File: src/rtl/bitshift_reg.sv
module bitshift_reg #(
  parameter int MAXW = 32,
  parameter int LW   = 8
) (
  input  logic                 clk,
  input  logic                 rst_n,
  input  logic                 en,
  input  logic                 din,
  input  logic                 dir_right,
  input  logic signed [LW-1:0] len,
  output logic [MAXW-1:0]      arr,
  output logic                 en_flag,
  output logic                 done_flag,
  output logic                 err_flag,
  output logic                 unload
);

  localparam int CW = $clog2(MAXW + 1);

  logic          rise;
  logic          neg;
  logic [CW-1:0] eff_len;
  logic [MAXW-1:0] shl, shr, nxt;
  logic          nul;

  assign rise = en & ~en_flag;
  assign neg  = len[LW-1];
  assign shl  = {arr[MAXW-2:0], din};
  assign shr  = {1'b0, arr[MAXW-1:1]};

  always_comb begin
    int lv;
    lv = int'(len);
    if (lv < 0)         eff_len = '0;
    else if (lv > MAXW) eff_len = CW'(MAXW);
    else                eff_len = CW'(lv);
  end

  always_comb begin
    nxt = arr;
    nul = din;
    if (eff_len != '0) begin
      for (int i = 0; i < MAXW; i++) begin
        if (i < int'(eff_len)) begin
          if (!dir_right) nxt[i] = shl[i];
          else            nxt[i] = (i == int'(eff_len) - 1) ? din : shr[i];
        end
      end
      nul = dir_right ? arr[0] : arr[eff_len - 1'b1];
    end
  end

  always_ff @(posedge clk) begin
    if (!rst_n) begin
      arr       <= '0;
      unload    <= 1'b0;
      en_flag   <= 1'b0;
      done_flag <= 1'b0;
      err_flag  <= 1'b0;
    end else begin
      en_flag <= en;
      if (rise) begin
        err_flag <= neg;
        if (neg) begin
          done_flag <= 1'b0;
        end else begin
          arr       <= nxt;
          unload    <= nul;
          done_flag <= 1'b1;
        end
      end else if (!en) begin
        done_flag <= 1'b0;
      end
    end
  end

  a_r2_hold_no_shift: assert property (@(posedge clk) disable iff (!rst_n)
    (en && en_flag) |=> ($stable(arr) && $stable(unload)));

  a_r3_left_entry: assert property (@(posedge clk) disable iff (!rst_n)
    (rise && !neg && !dir_right && eff_len != '0) |=> (arr[0] == $past(din)));

  a_r4_right_exit: assert property (@(posedge clk) disable iff (!rst_n)
    (rise && !neg && dir_right && eff_len != '0) |=> (unload == $past(arr[0])));

  a_r6_err_no_shift: assert property (@(posedge clk) disable iff (!rst_n)
    (rise && neg) |=> (err_flag && !done_flag && $stable(arr) && $stable(unload)));

  a_r7_done_drops: assert property (@(posedge clk) disable iff (!rst_n)
    !en |=> !done_flag);

  a_r7_done_err_excl: assert property (@(posedge clk) disable iff (!rst_n)
    !(done_flag && err_flag));

  a_r8_zero_len: assert property (@(posedge clk) disable iff (!rst_n)
    (rise && eff_len == '0 && !neg) |=> ($stable(arr) && unload == $past(din)));

endmodule

File: config.mk
export PLATFORM = sky130hd
export DESIGN_NAME = bitshift_reg
export DESIGN_NICKNAME = d
export VERILOG_FILES = /design/src/rtl/bitshift_reg.sv
export SDC_FILE = /design/constraint.sdc
export NUM_CORES = 1
export LEC_CHECK = 0
export BUFFER_PORTS_ARGS = -buffer_cell sky130_fd_sc_hd__buf_2
export CORE_ASPECT_RATIO = 1.5
export CORE_MARGIN = 1
export CORE_UTILIZATION = 30
export CTS_CLUSTER_SIZE = 8
export DETAILED_ROUTE_END_ITERATION = 6
export PLACE_DENSITY = 0.6
export SYNTH_ARGS = -nofsm -noshare
export SYNTH_HDL_FRONTEND = slang
export SYNTH_SLANG_ARGS = --single-unit
export TNS_END_PERCENT = 100
File: constraint.sdc
create_clock -name clk -period 8.2 [get_ports clk]
set_clock_uncertainty 0.05 [all_clocks]
set_input_delay 0.82 -clock clk [delete_from_list [all_inputs] [get_ports clk]]
set_output_delay 0.82 -clock clk [all_outputs]
set_load 0.05 [all_outputs]
==> summary.txt, run 1 <==
Timing
  – Clock period minus worst slack: around 4.3 ns
  – Relative slew slack: 38.7%
  – Final slew viol count: 0
  – Fmax: 232 MHz
  – Worst-Margin Slew: 0.914 ns
  – Final setup TNS: 0 ns
  – Final setup vio count: 0
  – Fin crit share: 52.6%
  – Fin. Hold Viols: 0
  – Final hold slack: 0.436 ns
  – RSZ-0062 raised after global routing: false

Yosys
  – Post-synth cell types: 70
  – Number of synthesized flops with an enable pin: 0
  – Cell area after synthesis: between 0.003 and 0.004 mm2
  – Cells after Synth: 410
  – Synthesized Nets: 429
  – YS warnings: 0
  – Multiplexer share of the synthesized area: 12.1%
  – Async set or reset register ratio after synthesis: 0%
  – Post-synthesis xor/xnor area fraction: 0%
  – Synth top area share: between 20% and 30%
  – Post-synthesis sequential area ratio: 23.0%
  – Compound-Gate Fraction of Synth Area: 30.0%
  – Adder-cell share of the synthesized area: 2.40%
  – Syn_area_per_cell: 7.64 um2
  – Largest family of logic cells by synthesized area: compound AO/OA/AOI/OAI gates
  – Simple-gate share of the synthesized area: around 25%
  – Most area-consuming cells after synthesis: dfxtp_1 23%, nand3_1 5.8%, o21ai_0 5.8%
  – Yosys reg bits: 36
  – Top FF cell, synth: dfxtp_1
  – Yosys top cell by area: dfxtp_1

Power
  – VDD IR-drop max: roughly 0.081 mV
  – Seq pwr share: 38.0%
  – Clock Power Share: about two fifths
  – Gate power share: 20.7%
  – Sw Ratio: 32.6%
  – Power per cell area: 139 mW/mm2
  – Sw Pwr: 0.000159 W
  – Static Leak: 1.35 nW
  – Cell internal pwr: approximately 0.00033 W
  – Pwr Total: 0.000486 W

Routing
  – Detail Route Antenna Nets: 0
  – Via count: 3,476
  – WL final: 11.2 mm
  – DR vias/cell: 6.33
  – Number of remaining DRC errors: 0
  – Initial drt markers: about 380
  – WL/cell: 20.4 um
  – DRT Pass-1 Iters: 5

Job
  – Max cap viols: 0

Clock network
  – Clock Tree Root: clkbuf_16
  – CTS sink cnt: 36
  – CTS tree: built
  – Clock latency at the later pin of the worst-skew pair: 0.29 ns
  – Post-CTS Repair Setup Buffers: 0
  – CTS resizes: 0
  – Clk pin slew, worst setup/hold paths: 0.06 ns
  – Post-CTS Hold Buffers: 0
  – Max clock buf depth: 2
  – Htree depth: 2
  – TritonCTS Buffers: 5

Critical path
  – Slowest library cell on the worst path: and2_1
  – Setup crit start kind: input pin
  – Crit path kind: input pin to register
  – CP Cell Sequence: buf_2 > nor3_2 > and2_1 > inv_1 > ha_1 > and3b_1 > nand2_1 > o211ai_1 > nand3_1 > nor3b_1 > o41ai_1
  – WP data arrival: 4.45 ns
  – Crit path capture type: register
  – Crit Path Max Fanout: 16
  – Worst EP required: 8.34 ns
  – Slowest stage delay, CP: 0.71 ns

Run status
  – Status: complete, no violations

Finish
  – Area delta synth->final: 11.8%
  – Nets: 450
  – FF/Latch Area: 721 um2
  – Most frequent cells in the layout: 48 x buf_2, 38 x nand2_1, 36 x nand3_1, 36 x o21ai_0, 36 x dfxtp_1
  – Post-route core utilization: roughly a third
  – Multi-input gate area: 0.00219 mm2
  – Commonest non-fill, non-tap cell in the layout: buf_2
  – Fin area: 0.00350 mm2
  – Ant diodes: 0
  – Share of cells above drive strength 1: between 15 and 20%
  – FILL cells: 1,087

Placement
  – Detail Placement HPWL: roughly 8.0 mm
  – Placer Congestion: 0.924
  – DP Area: roughly 0.0034 mm2
  – PortBufs: 48

Die
  – CORE AREA: slightly above 0.01 mm2
  – Die Wd: 85.4 um
  – Starting Density: 30.9%
  – Rows: 45
  – Die area: around 0.011 mm2
  – I/O pin total: 49
  – Die Ht: around 130 um

GRT
  – Largest net degree at the start of global routing: 49
  – Initial antenna violation count: 0
  – Global-route wire length before repair: 17.8 mm
  – GRT Overall Usage: about a fifth
  – Total gr overflow: 0
  – Vias in the first global route: 3,265

Hold path
  – HP Class: register to register
path summary, 6_finish.rpt:
path	from	end	slack (ns)	cells past startpoint
max	len[7]	arr[28]	3.88	11
min reg2reg	err_flag	err_flag	0.44	2
min	err_flag	err_flag	0.44	2
max reg2reg	en_flag	arr[20]	5.63	5
power groups by stage:
stage	logic (W)	registers [W]	clock network, W
6_report	0.000101	0.000185	0.000201
5_1_grt	0.000108	0.000185	0.000210
4_1_cts	0.0000992	0.000185	0.000201
3_5_place_dp	0.0000988	0.000189	0
3_3_place_gp	0.0000985	0.000188	0
2_1_floorplan	0.0000598	0.000202	0
flip-flops by register name (all words and copies together), names as in the netlist:
name / flops
done_flag: 1
en_flag: 1
unload: 1
arr: 32
err_flag: 1
critical path: cells and delay by family:
kind	cells	cell delay, ns
adders and majority gates	1	0.45
AOI/OAI and AO/OA	2	0.79
and+or+nand+nor	6	2.01
buffers and inverters	2	0.37
stage by stage:
| step | cells | worst slack, ns |
|---|---|---|
| 2_1_floorplan | 410 | 4.93 |
| 3_3_place_gp | 541 | 3.80 |
| 3_5_place_dp | 541 | 3.65 |
| 4_1_cts | 549 | 3.95 |
| 5_1_grt | 549 | 3.60 |
| 6_report | 549 | 3.88 |
final cells by class:
class | instances | area share (%)
flip-flops and latches | 36 | 20.6
inverters | 15 | 1.61
well taps | 117 | 4.18
clock buffers | 8 | 4.18
multi-input cells | 325 | 62.6
repair buffers | 48 | 6.86
routing by layer:
metal,vias to the layer above,GRT usage [%],wire length (um)
met2,157,36.2,5610
met3,26,2.52,563
met1,1693,26.1,4670
met4,0,8.24,337
met5,-,0,0
li1,1600,-,-
cells in the mapped netlist, types with 3 or more instances:
library cell	n
nand2_1	38
dfxtp_1	36
nand3_1	36
o21ai_0	36
nor2_1	33
clkbuf_1	21
a21oi_1	18
mux2i_1	17
inv_1	13
nor3_1	10
a31oi_1	9
nand4_1	9
buf_2	8
and2_1	6
ha_1	6
mux4_2	6
o211ai_1	5
o21a_1	5
o221ai_1	5
a21o_1	4
nor3b_1	4
o311ai_0	4
a221oi_1	3
a22oi_1	3
a32oi_1	3
and3_1	3
buf_6	3
o31ai_1	3
o41ai_1	3
or3_1	3
kinds of logic (layout without fill, tap and decap cells):
kind of cell | after synthesis | count (layout)
and+or+nand+nor | 159 | 159
DFF | 36 | 36
buffers and inverters | 49 | 71
AOI/OAI and AO/OA | 133 | 133
adders and majority gates | 6 | 6
muxes | 27 | 27
No activity file was read; power rests on OpenSTA's default activity.
==> run 2: changes to the inputs <==
--- a/config.mk
+++ b/config.mk
@@ -5,13 +5,14 @@
 export SDC_FILE = /design/constraint.sdc
 export NUM_CORES = 1
 export LEC_CHECK = 0
+export ABC_AREA = 1
 export BUFFER_PORTS_ARGS = -buffer_cell sky130_fd_sc_hd__buf_2
 export CORE_ASPECT_RATIO = 1.5
 export CORE_MARGIN = 1
 export CORE_UTILIZATION = 30
 export CTS_CLUSTER_SIZE = 8
 export DETAILED_ROUTE_END_ITERATION = 6
-export PLACE_DENSITY = 0.6
+export PLACE_DENSITY = 0.61
 export SYNTH_ARGS = -nofsm -noshare
 export SYNTH_HDL_FRONTEND = slang
 export SYNTH_SLANG_ARGS = --single-unit
==> constraint.sdc (replaced) <==
create_clock -name clk -period 3.56 [get_ports clk]
set_clock_uncertainty 0.05 [all_clocks]
set_input_delay 0.356 -clock clk [delete_from_list [all_inputs] [get_ports clk]]
set_output_delay 0.356 -clock clk [all_outputs]
set_load 0.05 [all_outputs]
==> run 2 against run 1 <==
  * The flow now finishes with violations (DRC)
  * Non-clock buffer count grew 5
  * Combinational power grew to 3.7 times the previous value
  * Setup slack worse by 3.1 ns
  * Count of clock-buffer cells in the layout shrank 2
  * Total power grew to 2.7 times the previous value
  * Clock power rose to 2.5 times the previous value
  * Global-route usage increased by 1.8 points
  * Critical endpoint is now unload
==> summary.txt, run 2 <==
Run status
  – Status: finished, violations left
  – Violations in the final reports: DRC

Finish
  – Multi-input gate area: 0.00193 mm2 (-12%)
  – FILL cells: 1,092 (+0.46%)
  – Number of flip-flops in the largest register: 32 (unchanged)
  – Area delta synth->final: 16.3%
  – Ant diodes: 0 (unchanged)
  – Nets: 585 (+30%)
  – FF/Latch Area: 721 um2 (unchanged)
  – Commonest non-fill, non-tap cell in the layout: nand2_1
  – Share of cells above drive strength 1: 15.9% (-1.5 points)
  – Biggest register: arr
  – Most frequent cells in the layout: 139 x nand2_1, 68 x nand3_1, 63 x a21oi_1, 59 x inv_1, 48 x buf_2

Routing
  – DRT Pass-1 Iters: 7 (+2)
  – Initial drt markers: 256 (-32%)
  – Via count: 3,633 (+4.5%)
  – DR vias/cell: 5.33 (-16%)
  – WL final: 11.6 mm (+3.4%)
  – Detail Route Antenna Nets: 0 (unchanged)
  – WL/cell: 17.0 um (-17%)
  – Number of remaining DRC errors: 5 (+5)

Yosys
  – Post-synth top cells: 139 x nand2_1, 68 x nand3_1, 63 x a21oi_1, 59 x inv_1, 36 x dfxtp_1
  – Synth top area share: 23.9% (+0.92 points)
  – Synthesized Nets: 546 (+27%)
  – Adder-cell share of the synthesized area: 2.49% (+0.096 points)
  – Simple-gate share of the synthesized area: 37.5% (+12 points)
  – Syn_area_per_cell: 5.72 um2 (-25%)
  – Cell area after synthesis: 0.00301 mm2 (-3.8%)
  – Post-synthesis sequential area ratio: 23.9% (+0.92 points)
  – Yosys reg bits: 36 (unchanged)
  – Top FF cell, synth: dfxtp_1
  – Compound-Gate Fraction of Synth Area: 24.1% (-5.9 points)
  – Async set or reset register ratio after synthesis: 0% (unchanged)
  – Number of synthesized flops with an enable pin: 0 (unchanged)
  – Post-synth cell types: 25 (-64%)
  – Top-count cell post-synth: nand2_1
  – YS warnings: 0 (unchanged)
  – Yosys top cell by area: dfxtp_1
  – Post-synthesis xor/xnor area fraction: 0% (unchanged)
  – Cells after Synth: 527 (+29%)
  – Most area-consuming cells after synthesis: dfxtp_1 24%, nand2_1 17%, nand3_1 11%
  – Largest family of logic cells by synthesized area: simple AND/OR/NAND/NOR gates
  – Multiplexer share of the synthesized area: 0% (-12 points)

Placement
  – Placer Congestion: 0.986 (+6.7%)
  – PortBufs: 48 (unchanged)
  – Detail Placement HPWL: 8.75 mm (+8.9%)

Clock network
  – Htree depth: 2 (unchanged)
  – Post-CTS Hold Buffers: 0 (unchanged)
  – Clk pin slew, worst setup/hold paths: 0.06 ns (about the same)
  – CTS resizes: 0 (unchanged)
  – CTS sink cnt: 36 (unchanged)
  – TritonCTS Buffers: 5 (unchanged)
  – Post-CTS Repair Setup Buffers: 0 (unchanged)
  – Max clock buf depth: 2 (unchanged)
  – Clock latency at the later pin of the worst-skew pair: 0.29 ns (about the same)
  – CTS tree: built
  – Clock Tree Root: clkbuf_16

Timing
  – Worst-Margin Slew: 0.797 ns (-0.117 ns)
  – Final setup TNS: 0 ns (unchanged)
  – Final slew viol count: 0 (unchanged)
  – RSZ-0062 raised after global routing: false
  – Relative slew slack: 46.8% (+8.1 points)
  – Final hold slack: 0.225 ns (-0.211 ns)
  – Fmax: around 370 MHz
  – Fin crit share: between 70% and 80%
  – Fin. Hold Viols: 0 (unchanged)
  – Final setup vio count: 0 (unchanged)
  – Clock period minus worst slack: 2.73 ns

Hold path
  – HP Class: input pin to register

Critical path
  – Slowest stage delay, CP: 0.33 ns (-0.38 ns)
  – WP data arrival: 2.90 ns (-1.55 ns)
  – Crit path capture type: register
  – CP Cell Sequence: buf_2 > inv_1 > a21oi_2 > nand2_4 > nand2_1 > buf_4 > inv_1 > ha_1 > inv_1 > nand3_1 > nand3_1 > nand3_1 > nand3_1 > nand2_1 > nand2_1 > nand2_1 > a21oi_1
  – Setup crit start kind: input pin
  – Crit path kind: input pin to register
  – Slowest library cell on the worst path: ha_1
  – Crit Path Max Fanout: 21 (+5)
  – Worst EP required: 3.73 ns (-4.61 ns)

Power
  – VDD IR-drop max: 0.157 mV (+94%)
  – Power per cell area: 379 mW/mm2 (+170%)
  – Static Leak: 1.68 nW (+24%)

GRT
  – Global-route wire length before repair: 18.5 mm (+3.6%)
  – Total gr overflow: 0 (unchanged)
  – GRT Overall Usage: 22.6% (+1.8 points)
  – Initial antenna violation count: 0 (unchanged)
  – Vias in the first global route: 3,462 (+6.0%)
  – Largest net degree at the start of global routing: 47 (-4.1%)

Die
  – Die Wd: 83.8 um (-1.9%)
  – Starting Density: 30.9% (about the same)
  – CORE AREA: 0.00974 mm2 (-3.9%)
  – Die Ht: 125 um (-1.9%)
  – Die area: 0.0105 mm2 (-3.8%)
  – Rows: 44 (-2.2%)
  – I/O pin total: 49 (unchanged)

Job
  – Max cap viols: 0 (unchanged)
run 2: changes by cell type in the layout (fill, tap and decap cells not counted), moves of 10 or more:
cell and change:
nand2_1 +101, inv_2 +10, nand3_1 +32, mux2i_1 -17
o21ai_1 +20, nor3_1 -10, inv_1 +46, a21oi_1 +45
run 2: final cells by class:
type	instances	share of cell area, %
Multi-Input combinational cell	400	55.2
Tap cell	115	4.11
Timing Repair Buffer	53	7.93
Clock buffer	6	3.68
Inverter	70	7.57
Clock inverter	2	1.00
Sequential cell	36	20.6
run 2: final timing paths:
kind / slack (ns) / endpoint / startpoint / depth (start not counted)
worst max register to register: 1.30 / arr[26] / en_flag / 7
worst min register to register: 0.43 / done_flag / done_flag / 2
worst min-delay path: 0.22 / en_flag / en / 3
worst max-delay path: 0.83 / unload / len[5] / 17
run 2: kinds of logic (layout without fill, tap and decap cells):
kind of cell | Yosys count | in the layout
flip-flops | 36 | 36
AND/OR/NAND/NOR | 257 | 257
AO/OA/AOI/OAI | 137 | 137
buffers and inverters | 91 | 131
adder cells (fa/ha/maj) | 6 | 6
run 2: power by group:
part / internal [W] / switching (W)
clock: 0.000330 / 0.000180
combinational: 0.0000910 / 0.000284
sequential: 0.000424 / 0.0000183
total: 0.000845 / 0.000482
run 2: worst max-delay path: cells and delay by family:
kind / cells / cell delay (ns)
buf+inv: 5 / 0.84
fa+ha+maj: 1 / 0.33
compound gates: 2 / 0.32
simple gates: 9 / 1.05
run 2: per-stage QoR:
step / power [W] / instances / util, % / instance area (um2) / setup slack [ns]
6_report: 0.00133 / 682 / 36.0 / 3500 / 0.833
5_1_grt: 0.00139 / 682 / 36.0 / 3500 / 0.615
4_1_cts: 0.00134 / 682 / 36.0 / 3500 / 0.830
3_5_place_dp: 0.000824 / 674 / 34.3 / 3340 / 0.527
3_3_place_gp: 0.000822 / 674 / 34.3 / 3340 / 0.553
2_1_floorplan: 0.000724 / 527 / - / 3010 / 0.964
run 2: routing by layer:
| metal | vias to the layer above | global-route usage [%] | share of wire (%) |
|---|---|---|---|
| met5 | - | 0 | 0 |
| met4 | 0 | 14.7 | 6.0 |
| met3 | 36 | 2.19 | 4.0 |
| met2 | 119 | 38.6 | 49 |
| met1 | 1660 | 26.7 | 41 |
| li1 | 1818 | - | - |
==> run 3: changes to the inputs <==
==> constraint.sdc (replaced) <==
create_clock -name clk -period 2.3 [get_ports clk]
set_clock_uncertainty 0.05 [all_clocks]
set_input_delay 0.23 -clock clk [delete_from_list [all_inputs] [get_ports clk]]
set_output_delay 0.23 -clock clk [all_outputs]
set_load 0.05 [all_outputs]
==> run 3 against run 2 <==
  * The run still ends with DRC left
  * Total power increased by 57%
  * Wire length increased by 0.67%
  * Final area rose by 14%
  * Worst hold slack got worse by 0.12 ns
  * Register-to-register slack got worse by 0.82 ns
  * Sequential share of layout area decreased by 2.5 points
  * Die area is the same
  * Count of clock-buffer cells in the layout did not move
  * Clock power up 40%
  * Utilization grew 4.9 points
  * Combinational power rose by 80%
  * Global-route usage about the same
  * Largest power group unchanged
==> summary.txt, run 3 (synthesis results as in run 2) <==
Finish
  – Most frequent cells in the layout: 139 x nand2_1, 68 x nand3_1, 63 x a21oi_1, 61 x buf_4, 58 x inv_1
  – Post-route core utilization: 40.8% (+4.9 points)
  – Ant diodes: 0 (unchanged)
  – Fin area: 0.00398 mm2 (+14%)
  – Area delta synth->final: 32.1%
  – Biggest register: arr
  – Number of flip-flops in the largest register: 32 (unchanged)
  – Nets: 643 (+9.9%)
  – Commonest non-fill, non-tap cell in the layout: nand2_1
  – Share of cells above drive strength 1: 25.0% (+9.1 points)
  – Fin cells: 740 (+8.5%)

Clock network
  – Clk pin slew, worst setup/hold paths: 0.06 ns (about the same)
  – Htree depth: 2 (unchanged)
  – CTS tree: built
  – Max clock buf depth: 2 (unchanged)
  – Clock latency at the later pin of the worst-skew pair: 0.29 ns (about the same)
  – CTS sink cnt: 36 (unchanged)
  – Clock Tree Root: clkbuf_16
  – TritonCTS Buffers: 5 (unchanged)

Critical path
  – Crit path kind: input pin to register
  – R2R Path End: arr[26]
  – Worst EP required: 2.47 ns (-1.26 ns)
  – Critical Path End: arr[15]
  – Setup crit start kind: input pin
  – R2R Setup Slk: 0.48 ns (-0.82 ns)
  – Crit path from: len[5]
  – RR Startpoint: en_flag
  – WP data arrival: 2.27 ns (-0.63 ns)
  – Crit path capture type: register
  – Worst R2R Path Depth: 7 (unchanged)
  – Crit Path Max Fanout: 6 (-71%)

GRT
  – Largest net degree at the start of global routing: 47 (unchanged)
  – Vias in the first global route: 3,745 (+8.2%)
  – Global-route wire length before repair: 18.6 mm (+0.93%)
  – GRT Overall Usage: 22.7% (+0.042 points)
  – Initial antenna violation count: 0 (unchanged)
  – Total gr overflow: 0 (unchanged)

Run status
  – Status: finished, violations left
  – Violations in the final reports: DRC

Power
  – Pwr Total: 0.00208 W (+57%)
  – Static Leak: 1.97 nW (+17%)
  – VDD IR-drop max: 0.231 mV (+46%)
  – Power per cell area: 522 mW/mm2 (+38%)

Routing
  – Via count: 3,885 (+6.9%)
  – DR vias/cell: 5.25 (-1.4%)
  – WL final: 11.6 mm (+0.67%)
  – Detail Route Antenna Nets: 0 (unchanged)
  – DRT Pass-1 Iters: 7 (unchanged)
  – WL/cell: 15.7 um (-7.2%)
  – Initial drt markers: 299 (+17%)
  – Number of remaining DRC errors: 4 (-1)

Timing
  – Fin. Hold Viols: 0 (unchanged)
  – Final slew viol count: 0 (unchanged)
  – RSZ-0062 raised after global routing: true
  – Worst-Margin Slew: 0.801 ns (+0.00426 ns)
  – Relative slew slack: 46.6% (-0.21 points)
  – Fmax: 476 MHz
  – Clock period minus worst slack: 2.10 ns
  – Fin crit share: 91.3%
  – Final setup vio count: 0 (unchanged)

Die
  – Die area: 0.0105 mm2 (unchanged)
  – Rows: 44 (unchanged)
  – Starting Density: 30.9% (unchanged)
  – I/O pin total: 49 (unchanged)
  – Die Ht: 125 um (unchanged)
  – Die Wd: 83.8 um (unchanged)
  – CORE AREA: 0.00974 mm2 (unchanged)

Placement
  – Detail Placement HPWL: 9.24 mm (+5.6%)
  – Placed instance count: 729 (+8.2%)
  – PortBufs: 48 (unchanged)
  – Placer Congestion: 0.955 (-3.1%)
  – DP Area: 0.00379 mm2 (+13%)

Hold path
  – HP Class: input pin to register
  – Worst hold stages: 3 (unchanged)

Job
  – Max cap viols: 0 (unchanged)
## run 3: worst max-delay path, cell delays in order
cell and delay (ns):
buf_2 0.09, inv_1 0.06, a21oi_2 0.22, nand2_4 0.08, nand2_1 0.15, ha_4 0.19, nand2_1 0.07, inv_2 0.10
nand3_1 0.17, nand2_2 0.15, o21ai_1 0.09, inv_2 0.13, buf_12 0.13, nand2_1 0.06, a21oi_1 0.11, o21ai_1 0.09
a21oi_1 0.15
## run 3: worst min-delay path by stage
stage	startpoint	endpoint	slack, ns
floorplan	en	en_flag	0.27
global placement	en	en_flag	0.39
detailed placement	en	en_flag	0.40
CTS	en	en_flag	0.1
global route	en	en_flag	0.12
finish	en	en_flag	0.10
## run 3: what timing repair did
action	CTS	global route
buffers inserted	0	3
gates resized for setup	0	4
hold buffers	0	0
endpoints found under the hold margin	0	0
setup endpoints to repair	0	5
## run 3: power by group
group	leakage [nW]	internal (W)	switching (W)
registers	0.294	0.000657	0.0000295
logic	1.60	0.000221	0.000455
clock network	0.0766	0.000428	0.000287
## run 3: through the flow
step	hold WS (ns)	setup slack (ns)	TNS (ns)
after floorplan	0.273	-0.00234	-0.0139
after global placement	0.394	-0.105	-0.510
after detailed placement	0.399	-0.138	-1.85
after CTS	0.0987	0.164	0
after global routing	0.123	-0.0120	-0.0157
final	0.102	0.199	0
## run 3: area by class of cell
class | count | area (um2)
inverters | 70 | 265
well taps | 115 | 144
multi-input cells | 400 | 1960
flip-flops and latches | 36 | 721
repair buffers | 111 | 738
fillers | 1089 | 5760
clock buffers | 6 | 139
clock inverters | 2 | 10.0
## run 3: metal layers
metal	global-route usage, %	wire [um]
met1	24.9	4600
met2	39.7	5780
met3	3.05	569
met4	15.9	696
met5	0	0
